<file path="src/rtl/irq_tree_pkg.sv">
package irq_tree_pkg;
  localparam int MAX_MASTERS   = 4;
  localparam int BLKS_PER_MST  = 8;
  localparam int LINES_PER_BLK = 8;
  localparam int MAX_BLOCKS    = MAX_MASTERS * BLKS_PER_MST;
  localparam int MAX_LINES     = MAX_BLOCKS * LINES_PER_BLK;

  localparam logic [7:0] ADR_ROOT = 8'd0;
  localparam logic [7:0] ADR_MST0 = 8'd1;
  localparam logic [7:0] ADR_MST1 = 8'd2;
  localparam logic [7:0] ADR_MST2 = 8'd3;
  localparam logic [7:0] ADR_MST3 = 8'd4;
  localparam logic [7:0] ADR_BSEL = 8'd5;
  localparam logic [7:0] ADR_PEND = 8'd6;
  localparam logic [7:0] ADR_CFG  = 8'd7;
  localparam logic [7:0] ADR_LIVE = 8'd8;

  localparam int CB_LEVEL = 0;
  localparam int CB_MFALL = 1;
  localparam int CB_MRISE = 2;
  localparam int CB_CLR   = 3;
  localparam int CB_WEN   = 7;

  typedef struct packed {
    logic level;
    logic mask_rise;
    logic mask_fall;
  } line_cfg_t;

  localparam line_cfg_t CFG_RESET = '{level: 1'b0, mask_rise: 1'b1, mask_fall: 1'b1};
endpackage

</file>
<file path="src/rtl/irq_line_cell.sv">
module irq_line_cell
  import irq_tree_pkg::*;
(
  input  logic      clk_i,
  input  logic      rst_ni,
  input  logic      line_i,
  input  logic      cfg_we_i,
  input  line_cfg_t cfg_i,
  input  logic      clr_i,
  output logic      live_o,
  output logic      pend_o
);
  logic      sync1_q, sync2_q, prev_q;
  line_cfg_t cfg_q;
  logic      pend_q, pend_d;
  logic      rise, fall, evt, active, clr_now;

  always_ff @(posedge clk_i or negedge rst_ni) begin
    if (!rst_ni) begin
      sync1_q <= 1'b0;
      sync2_q <= 1'b0;
      prev_q  <= 1'b0;
    end else begin
      sync1_q <= line_i;
      sync2_q <= sync1_q;
      prev_q  <= sync2_q;
    end
  end

  always_ff @(posedge clk_i or negedge rst_ni) begin
    if (!rst_ni)       cfg_q <= CFG_RESET;
    else if (cfg_we_i) cfg_q <= cfg_i;
  end

  assign rise    = sync2_q & ~prev_q;
  assign fall    = ~sync2_q & prev_q;
  assign evt     = (rise & ~cfg_q.mask_rise) | (fall & ~cfg_q.mask_fall);
  assign active  = (sync2_q & ~cfg_q.mask_rise) | (~sync2_q & ~cfg_q.mask_fall);
  assign clr_now = cfg_we_i & clr_i;

  // level mode tracks the input; edge mode latches until cleared, new event wins
  always_comb begin
    if (cfg_q.level) pend_d = active & ~clr_now;
    else             pend_d = evt | (pend_q & ~clr_now);
  end

  always_ff @(posedge clk_i or negedge rst_ni) begin
    if (!rst_ni) pend_q <= 1'b0;
    else         pend_q <= pend_d;
  end

  assign live_o = sync2_q;
  assign pend_o = pend_q;


  pend_hold_chk: assert property (@(posedge clk_i) disable iff (!rst_ni)
    (!cfg_q.level && pend_q && !clr_now) |=> pend_q);

  edge_masked_chk: assert property (@(posedge clk_i) disable iff (!rst_ni)
    (!cfg_q.level && cfg_q.mask_rise && cfg_q.mask_fall && !pend_q) |=> !pend_q);

  lvl_masked_chk: assert property (@(posedge clk_i) disable iff (!rst_ni)
    (cfg_q.level && cfg_q.mask_rise && cfg_q.mask_fall) |=> !pend_q);

  cfg_keep_chk: assert property (@(posedge clk_i) disable iff (!rst_ni)
    !cfg_we_i |=> $stable(cfg_q));
endmodule

</file>
<file path="src/rtl/irq_summary.sv">
module irq_summary
  import irq_tree_pkg::*;
#(
  parameter int NUM_BLOCKS = 12
) (
  input  logic                        clk_i,
  input  logic                        rst_ni,
  input  logic [MAX_LINES-1:0]        pend_all_i,
  output logic [MAX_BLOCKS-1:0]       mst_o,
  output logic [7:0]                  root_o,
  output logic                        irq_o
);
  logic [MAX_MASTERS-1:0] mst_any;

  for (genvar b = 0; b < MAX_BLOCKS; b++) begin : g_blk
    if (b < NUM_BLOCKS) begin : g_used
      assign mst_o[b] = |pend_all_i[b*LINES_PER_BLK +: LINES_PER_BLK];
    end else begin : g_unused
      assign mst_o[b] = 1'b0;
    end
  end

  for (genvar m = 0; m < MAX_MASTERS; m++) begin : g_mst
    assign mst_any[m] = |mst_o[m*BLKS_PER_MST +: BLKS_PER_MST];
  end

  assign root_o = {{(7 - MAX_MASTERS){1'b0}}, mst_any, 1'b0};
  assign irq_o  = |mst_any;


  mst_src_chk: assert property (@(posedge clk_i) disable iff (!rst_ni)
    (mst_o != '0) |-> (pend_all_i != '0));
endmodule

</file>
<file path="src/rtl/irq_reg_port.sv">
module irq_reg_port
  import irq_tree_pkg::*;
(
  input  logic                   clk_i,
  input  logic                   rst_ni,
  input  logic                   we_i,
  input  logic                   re_i,
  input  logic [7:0]             addr_i,
  input  logic [7:0]             wdata_i,
  input  logic [MAX_LINES-1:0]   pend_all_i,
  input  logic [MAX_LINES-1:0]   live_all_i,
  input  logic [MAX_BLOCKS-1:0]  mst_i,
  input  logic [7:0]             root_i,
  output logic [7:0]             rdata_o,
  output logic                   cfg_hit_o,
  output logic [7:0]             cfg_line_o,
  output line_cfg_t              cfg_o,
  output logic                   clr_o
);
  logic [4:0] blk_sel_q;
  logic [7:0] rd_mux, rdata_q, sel_pend, sel_live;
  logic [7:0] blk_base;

  always_ff @(posedge clk_i or negedge rst_ni) begin
    if (!rst_ni)                        blk_sel_q <= '0;
    else if (we_i && addr_i == ADR_BSEL) blk_sel_q <= wdata_i[4:0];
  end

  assign cfg_hit_o  = we_i && (addr_i == ADR_CFG) && wdata_i[CB_WEN];
  assign cfg_line_o = {blk_sel_q, wdata_i[6:4]};
  assign cfg_o      = '{level:     wdata_i[CB_LEVEL],
                        mask_rise: wdata_i[CB_MRISE],
                        mask_fall: wdata_i[CB_MFALL]};
  assign clr_o      = wdata_i[CB_CLR];

  assign blk_base = {blk_sel_q, 3'b000};
  assign sel_pend = pend_all_i[blk_base +: LINES_PER_BLK];
  assign sel_live = live_all_i[blk_base +: LINES_PER_BLK];

  always_comb begin
    case (addr_i)
      ADR_ROOT: rd_mux = root_i;
      ADR_MST0: rd_mux = mst_i[0*BLKS_PER_MST +: BLKS_PER_MST];
      ADR_MST1: rd_mux = mst_i[1*BLKS_PER_MST +: BLKS_PER_MST];
      ADR_MST2: rd_mux = mst_i[2*BLKS_PER_MST +: BLKS_PER_MST];
      ADR_MST3: rd_mux = mst_i[3*BLKS_PER_MST +: BLKS_PER_MST];
      ADR_BSEL: rd_mux = {3'b000, blk_sel_q};
      ADR_PEND: rd_mux = sel_pend;
      ADR_LIVE: rd_mux = sel_live;
      default:  rd_mux = 8'h00;
    endcase
  end

  always_ff @(posedge clk_i or negedge rst_ni) begin
    if (!rst_ni)   rdata_q <= '0;
    else if (re_i) rdata_q <= rd_mux;
  end

  assign rdata_o = rdata_q;


  bsel_keep_chk: assert property (@(posedge clk_i) disable iff (!rst_ni)
    !(we_i && addr_i == ADR_BSEL) |=> $stable(blk_sel_q));

  rdata_hold_chk: assert property (@(posedge clk_i) disable iff (!rst_ni)
    !re_i |=> $stable(rdata_o));
endmodule

</file>
<file path="src/rtl/irq_tree_ctrl.sv">
module irq_tree_ctrl
  import irq_tree_pkg::*;
#(
  parameter int NUM_LINES = 92
) (
  input  logic                 clk_i,
  input  logic                 rst_ni,
  input  logic [NUM_LINES-1:0] irq_lines_i,
  input  logic                 we_i,
  input  logic                 re_i,
  input  logic [7:0]           addr_i,
  input  logic [7:0]           wdata_i,
  output logic [7:0]           rdata_o,
  output logic                 irq_o
);
  localparam int NUM_BLOCKS = (NUM_LINES + LINES_PER_BLK - 1) / LINES_PER_BLK;

  logic [MAX_LINES-1:0]  pend_all, live_all;
  logic [MAX_BLOCKS-1:0] mst;
  logic [7:0]            root;
  logic                  cfg_hit, clr;
  logic [7:0]            cfg_line;
  line_cfg_t             cfg;

  irq_reg_port u_port (
    .clk_i      (clk_i),
    .rst_ni     (rst_ni),
    .we_i       (we_i),
    .re_i       (re_i),
    .addr_i     (addr_i),
    .wdata_i    (wdata_i),
    .pend_all_i (pend_all),
    .live_all_i (live_all),
    .mst_i      (mst),
    .root_i     (root),
    .rdata_o    (rdata_o),
    .cfg_hit_o  (cfg_hit),
    .cfg_line_o (cfg_line),
    .cfg_o      (cfg),
    .clr_o      (clr)
  );

  for (genvar i = 0; i < MAX_LINES; i++) begin : g_line
    if (i < NUM_LINES) begin : g_used
      irq_line_cell u_cell (
        .clk_i    (clk_i),
        .rst_ni   (rst_ni),
        .line_i   (irq_lines_i[i]),
        .cfg_we_i (cfg_hit && (cfg_line == 8'(i))),
        .cfg_i    (cfg),
        .clr_i    (clr),
        .live_o   (live_all[i]),
        .pend_o   (pend_all[i])
      );
    end else begin : g_unused
      assign live_all[i] = 1'b0;
      assign pend_all[i] = 1'b0;
    end
  end

  irq_summary #(.NUM_BLOCKS(NUM_BLOCKS)) u_sum (
    .clk_i      (clk_i),
    .rst_ni     (rst_ni),
    .pend_all_i (pend_all),
    .mst_o      (mst),
    .root_o     (root),
    .irq_o      (irq_o)
  );


  irq_sum_chk: assert property (@(posedge clk_i) disable iff (!rst_ni)
    irq_o == (|pend_all));
endmodule

</file>
<file path="config.mk">
export PLATFORM = sky130hd
export DESIGN_NAME = irq_tree_ctrl
export DESIGN_NICKNAME = d
export VERILOG_FILES = /design/src/rtl/irq_tree_pkg.sv /design/src/rtl/irq_line_cell.sv /design/src/rtl/irq_summary.sv /design/src/rtl/irq_reg_port.sv /design/src/rtl/irq_tree_ctrl.sv
export SDC_FILE = /design/constraint.sdc
export NUM_CORES = 1
export LEC_CHECK = 0
export ABC_CLOCK_PERIOD_IN_PS = 2900
export CORE_ASPECT_RATIO = 1.1
export CORE_MARGIN = 2
export CORE_UTILIZATION = 45
export DETAILED_ROUTE_END_ITERATION = 10
export PLACE_DENSITY = 0.68
export SLEW_MARGIN = 30
export SYNTH_ARGS = -nofsm -noshare
export SYNTH_HDL_FRONTEND = slang
export SYNTH_HIERARCHICAL = 1
export SYNTH_SLANG_ARGS = --single-unit
</file>
<file path="constraint.sdc">
create_clock -name clk_i -period 2.9 [get_ports clk_i]
set_input_delay 0.87 -clock clk_i [delete_from_list [all_inputs] [get_ports clk_i]]
set_output_delay 0.87 -clock clk_i [all_outputs]
set_load 0.1 [all_outputs]
</file>
==> metrics.txt, run 1 <==
Reg2Reg Setup Slack around 50 ps; Initial Utilization a little under half; share of cells above drive strength 1 between 30% and 40%; crit share post-route 113%; Compound-Gate Fraction of Synth Area between 10% and 20%; Slew HR ~36%; CP startpoint kind flop; Root Buffer clkbuf_16; Rows between 100 and 150; mux cell area share after synthesis between 15 and 20%; outcome finished with violations; Tmin final 3290 ps; fin cells between 4000 and 5000; critical-path cell list nor4_1 > nand2_1 > nor4_4 > nand3_2 > buf_12; Detail Placement HPWL roughly 68000 um; # setup viols final 18; Pwr Density ~500 mW/mm^2; number of CTS-inserted buffers between 70 and 80; drt total wl 99900 um; synthesized cell area 0.0313 sq mm; core area a little under 0.07 sq mm; ys async rst share 100%; DRT antenna net count 0; Mapped Cells between 2000 and 3000; CTS hold repair buffers 0; Synth area leaders dfrtp_1 38%, dfstp_2 15%, mux2_2 6.7%, a2bb2oi_2 4.4%, mux4_2 4.4%; initial DRC count around 2100; maximum VDD drop roughly 0.00042 V; Die X 256 um; Largest delay share family, worst path simple AND/OR/NAND/NOR gates; area delta synth->final 35.5%; Post-synth EDFFs 0; Final Hold Viols 0; crit path kind reg2out; Placer Congestion between 0.9 and 1; Worst-Margin Slew between 900 and 1000 ps; adder-cell share of the synthesized area 0%; RSZ-0062 raised after global routing true; CP bufs+invs 1; DRT Pass-1 Iters 6; I/O Pins approximately 120; Layout Nets roughly 3600; post-synth top area cell dfrtp_1; CTS tree done; DRC viols 0; cell-internal power 15.8 mW; largest net degree at the start of global routing 98; register area share after synthesis between 50% and 60%; clock sinks between 600 and 700; failing checks setup timing; Clock Skew between 20 and 25 ps; Power Total roughly 21 mW; port bufs 120; Setup crit end kind output port; Final WS setup -386 ps; slowest stage delay, CP 470 ps; Worst Path Required 2030 ps; CP Max Fanout 3; H-tree depth 3; Inserted Diodes 0; post-DR wirelength/cell ~22 um; Synthesis Warnings 6; vias in the first global route approximately 27000; Layout Utilization 61.6%; fin. max-slew vios 0; Via density roughly 5.7; clk_lat worst skew 630 ps; largest family of logic cells by synthesized area compound AO/OA/AOI/OAI gates; flops & latches, synth about 660; Sw Share 24.0%; max frequency between 300 and 400 MHz; Clock Path Buffers 3; switching power between 5 and 6 mW; die area 0.0718 sq mm; Main synth FF type dfrtp_1; Cells after DPL 4252; Leak roughly 19 nW; die height 281 um; worst r2r src g_line[36].g_used.u_cell/pend_o; clock-pin slew on the worst setup and hold paths 60 ps; Mean Syn Cell Area between 10 and 15 sq um; crit path DAT roughly 2400 ps; filler instances roughly 5400; GRT Overall Usage 28.1%; xor/xnor share of the synthesized area 0%; R2R depth 8; R2R Path End u_port/rdata_o[1]; Seq pwr share 46.0%; post-route setup TNS -757 ps; combinational share of power a little under 8%; total number of vias between 20000 and 30000; MaxCap Viol Count 0; global-route wire length before repair 155000 um; Clock Power Share a little under half; Netlist cell types 74; slowest cell on the critical path dfrtp_1; final hold slack about 160 ps; Synth top area share 37.8%; Simple-Gate Fraction of Synth Area between 10% and 20%; worst hold path class in2async; gr ovfl total 0; initial antenna violation count 0
==> worst register-to-register path, cell delays in order (launching register included) <==
cell and delay [ps]:
dfrtp_1 470, nor4_1 330, nand2_1 250, nor4_4 320
nand2_1 70, mux4_2 460, a222oi_1 510, o2bb2ai_1 130
a31o_2 230
==> layout by cell type, fill, tap and decap left out, types with 47 or more instances in the layout <==
cell	n
dfrtp_1	472
clkbuf_16	75
nor2b_1	92
a21oi_1	105
inv_1	96
nand2_1	166
o21ai_0	197
conb_1	358
mux4_2	61
nor2_1	109
mux2i_1	131
dfstp_2	184
nor3_4	58
mux2_4	117
a2bb2oi_2	90
mux2_2	70
o32ai_1	75
buf_12	47
clkdlybuf4s50_1	98
nand3_1	87
buf_4	325
==> layer usage <==
layer / wire [um] / vias to the layer above / track usage, %
met5: 0 / - / 0
met4: 4860 / 0 / 14.4
met3: 6150 / 251 / 4.30
met2: 48700 / 926 / 47.0
met1: 40200 / 13000 / 35.5
li1: - / 11200 / -
==> final cells by class <==
cell class / instances / area (sq um) / area share, %
sequential: 657 / 16700 / 39.2
clock buffer: 100 / 2040 / 4.80
clock inverter: 31 / 448 / 1.05
tap: 927 / 1160 / 2.73
timing repair buffer: 509 / 4840 / 11.4
inverter: 99 / 372 / 0.875
multi-input combinational: 2117 / 17000 / 39.9
==> registers in the layout, summed over array words and instances, names as in the netlist <==
| name | count |
|---|---|
| g_line.g_used.u_cell/cfg_q | 276 |
| g_line.g_used.u_cell/live_o | 92 |
| g_line.g_used.u_cell/pend_o | 92 |
| g_line.g_used.u_cell/prev_q | 92 |
| g_line.g_used.u_cell/sync1_q | 92 |
| u_port/blk_sel_q | 5 |
| u_port/rdata_o | 8 |
==> power groups by stage <==
stage	combinational, mW	sequential (mW)	clock [mW]
finish	1.63	9.60	9.63
global route	1.76	9.62	10.2
CTS	1.58	9.60	9.82
detailed placement	1.56	9.75	0
global placement	1.54	9.74	0
floorplan	0.785	9.65	0
==> worst max path at each step <==
stage          slack, ps  cells after the start                         endpoint                            start
3_3_place_gp        -950                     11                u_port/rdata_o[3]                        addr_i[6]
6_report            -390                      5                            irq_o  g_line[36].g_used.u_cell/pend_o
5_1_grt             -460                      7                            irq_o  g_line[82].g_used.u_cell/pend_o
2_1_floorplan       -660                     13  g_line[65].g_used.u_cell/pend_o                        addr_i[6]
4_1_cts             -440                      7                            irq_o  g_line[90].g_used.u_cell/pend_o
3_5_place_dp        -970                     11  g_line[10].g_used.u_cell/pend_o                        addr_i[6]
==> synthesized netlist by cell type, drive strengths merged, types with 4 or more instances <==
library cell,number
a2111oi,4
a211oi,48
a21oi,107
a222oi,5
a22o,4
a22oi,13
a2bb2oi,92
a31oi,19
a32o,5
a32oi,6
and3,41
buf,71
clkbuf,72
dfrtp,473
dfstp,184
inv,96
mux2,187
mux2i,136
mux4,65
nand2,174
nand2b,7
nand3,88
nand4,6
nor2,114
nor2b,92
nor3,71
nor4,61
o2111ai,5
o21ai,236
o22ai,8
o2bb2ai,4
o311ai,5
o31ai,4
o32ai,92
or2,5
or4,11
==> per-stage QoR <==
step | instance area [sq um] | worst slack [ps]
after floorplan | 34300 | -661
after global placement | 38800 | -947
after detailed placement | 38800 | -968
after CTS | 42100 | -444
after global routing | 42500 | -461
final | 42500 | -386
==> what timing repair did <==
action                                  4_1_cts  5_1_grt
gates resized for setup                     104       56
pin swaps                                    29       37
cloned                                        1        1
setup buffers                                45       17
endpoints found under the setup margin      218      115
==> kinds of logic after synthesis <==
logic type	Yosys count
flops	657
mux	388
simple gates	691
compound gates	679
other cells	2
buf+inv	242
Note: power is estimated with default switching activity, not from simulation.
==> run 2: changes to the inputs <==
Settings changed: CTS_CLUSTER_DIAMETER set to 200, MAX_ROUTING_LAYER set to met4, SYNTH_HIERARCHICAL 1 to not set.
==> run 2 against run 1 <==
Net effect: the run still ends with setup timing left; global-route usage up 0.66 points; die area down 11%; critical path depth up 2; clock-buffer cell count unchanged; via count down 20%; synthesized cell count down 18%; combinational power down 39%; critical endpoint unchanged.
==> metrics.txt, run 2 <==
Detail Placement HPWL around 63000 um; Worst-Margin Slew 1120 ps; CP Max Fanout 3; RSZ-0062 raised after global routing true; Netlist cell types just under 60; most common cell after layout, fill and taps aside dfrtp_1; Worst Path Required slightly above 2000 ps; Initial Utilization between 40% and 50%; worst hold path class in2async; initial antenna violation count 1; Final WS setup -302 ps; vias in the first global route 21100; Rows 95; core area between 0.06 and 0.07 sq mm; Via density approximately 5.8; crit share post-route 110%; Post-synth EDFFs 0; gr ovfl total 0; Final Hold Viols 0; MaxCap Viol Count 0; clock sinks 657; Placer Congestion about 0.96; Die X around 240 um; # setup viols final 1; CTS tree done; post-synth top area cell dfrtp_1; outcome finished with violations; share of cells above drive strength 1 about two fifths; drt total wl roughly 89000 um; slowest cell on the critical path dfrtp_1; Synthesis Warnings 0; Layout Utilization between 50% and 60%; final hold slack ~120 ps; GRT Overall Usage approximately 29%; Synth top area share a little over two fifths; Clock Skew about 36 ps; initial DRC count around 1700; Slew HR approximately a quarter; met2 WL post-DR 42200 um; largest net degree at the start of global routing roughly 130; Tmin final approximately 3200 ps; fin. max-slew vios 0; total number of vias around 20000; ys async rst share between 90% and 100%; most common cell in the synthesized netlist dfrtp_1; syn nets 2301; Main synth FF type dfrtp_1; Top reg by flops g_line.g_used.u_cell.cfg_q; clock-pin slew on the worst setup and hold paths around 60 ps; synthesized cell area 0.0278 sq mm; Power Total 19.7 mW; flops & latches, synth between 600 and 700; Finished Cell Area ~0.035 sq mm; maximum VDD drop about 0.00047 V; slowest stage delay, CP ~430 ps; max reg flops about 280; Pwr Density about 560 mW/mm^2; CTS hold repair buffers 0; Post-DP Area 0.0327 sq mm; Root Buffer clkbuf_16; I/O Pins 121; crit path kind reg2out; R2R depth 6; most frequent cells in the layout 473 x dfrtp_1, 277 x mux2_2, 276 x buf_4, 270 x nand2_1, 184 x dfstp_2; max frequency about 310 MHz; global-route wire length before repair roughly 130000 um; Layout Nets between 2000 and 3000; Mapped Cells 2189; register area share after synthesis between 50% and 60%; DRT antenna net count 0; clk_lat worst skew 630 ps; post-DR wirelength/cell roughly 26 um; Mean Syn Cell Area about 13 sq um; DRT Pass-1 Iters 5; list of most frequent post-synthesis cells 473 x dfrtp_1, 285 x mux2_2, 280 x nand2_1, 184 x dfstp_2, 177 x nor3b_1; H-tree depth 3; number of CTS-inserted buffers 70; wire length on met1 ~36000 um; DRC viols 0; Setup crit end kind output port; failing checks setup timing; port bufs 120; crit path DAT ~2300 ps; die area 0.0639 sq mm; Clock Path Buffers 3; Synth area leaders dfrtp_1 43%, dfstp_2 17%, mux2_2 12%, nor3b_1 4.8%, mux2i_1 3.8%; fin cells approximately 3500; die height 265 um; critical-path cell list nor4_2 > buf_4 > nand2_1 > nor4_2 > buf_4 > nand3_4 > buf_12; area delta synth->final 27.3%; DR WL met3 between 5000 and 6000 um; CP startpoint kind flop; Leak 14.7 nW; highest routed layer met4; Cells after DPL 3330
==> run 2: routing by layer <==
layer	GRT usage [%]	vias to the layer above
met5	-	-
met4	14.9	0
met3	4.60	212
met2	45.1	726
met1	35.9	10500
li1	-	8845
==> run 2: final timing paths <==
path	startpoint	to	slack, ps
hold reg to reg	g_line[45].g_used.u_cell.sync1_q	g_line[45].g_used.u_cell.live_o	310
min in group clk_i	g_line[45].g_used.u_cell.sync1_q	g_line[45].g_used.u_cell.live_o	310
setup / recovery	g_line[21].g_used.u_cell.pend_o	irq_o	-300
max in group asynchronous	rst_ni	g_line[38].g_used.u_cell.pend_o	1740
hold / removal	rst_ni	g_line[76].g_used.u_cell.pend_o	120
setup reg to reg	u_port.blk_sel_q[1]	u_port.rdata_o[5]	150
==> run 2: power by group <==
part	switching (mW)	internal, mW	leakage, nW
Sequential	0.208	9.38	7.38
Combinational	0.575	0.422	6.20
Clock	3.70	5.42	1.15
==> run 2: layout make-up <==
type                            instances  area (sq um)
Antenna cell                            1          2.50
Clock buffer                          100          1980
Clock inverter                         28           357
Fill cell                            4971         25700
Inverter                                7          26.3
Multi-Input combinational cell       1421         11300
Sequential cell                       657         16700
Tap cell                              824          1030
Timing Repair Buffer                  431          4060
==> run 2: kinds of logic (layout without fill, tap and decap cells) <==
| group | Yosys count | count (layout) | share of synthesized area (%) |
|---|---|---|---|
| simple gates | 674 | 674 | 13.6 |
| flops | 657 | 657 | 59.9 |
| mux | 405 | 405 | 16.4 |
| compound gates | 342 | 342 | 8.24 |
| buf+inv | 111 | 566 | 1.78 |
| other cells | 0 | 1 | 0 |
==> run 2: critical path, delay by kind of cell (launching register included) <==
kind | cells | cell delay [ps]
and+or+nand+nor | 4 | 710
DFF | 1 | 430
buffers and inverters | 3 | 580
==> run 2: per-stage QoR <==
stage / setup TNS [ps] / setup WS [ps]
2_1_floorplan: -7140 / -139
3_3_place_gp: -191240 / -726
3_5_place_dp: -201590 / -734
4_1_cts: -336 / -336
5_1_grt: -419 / -391
6_report: -302 / -302
==> run 2: timing repair <==
| item | 4_1_cts | 5_1_grt |
|---|---|---|
| hold endpoints to repair | 0 | 0 |
| setup endpoints to repair | 15 | 21 |
| cloned | 0 | 2 |
| pin swaps | 9 | 9 |
| buffers inserted | 3 | 5 |
| gates resized for setup | 31 | 17 |
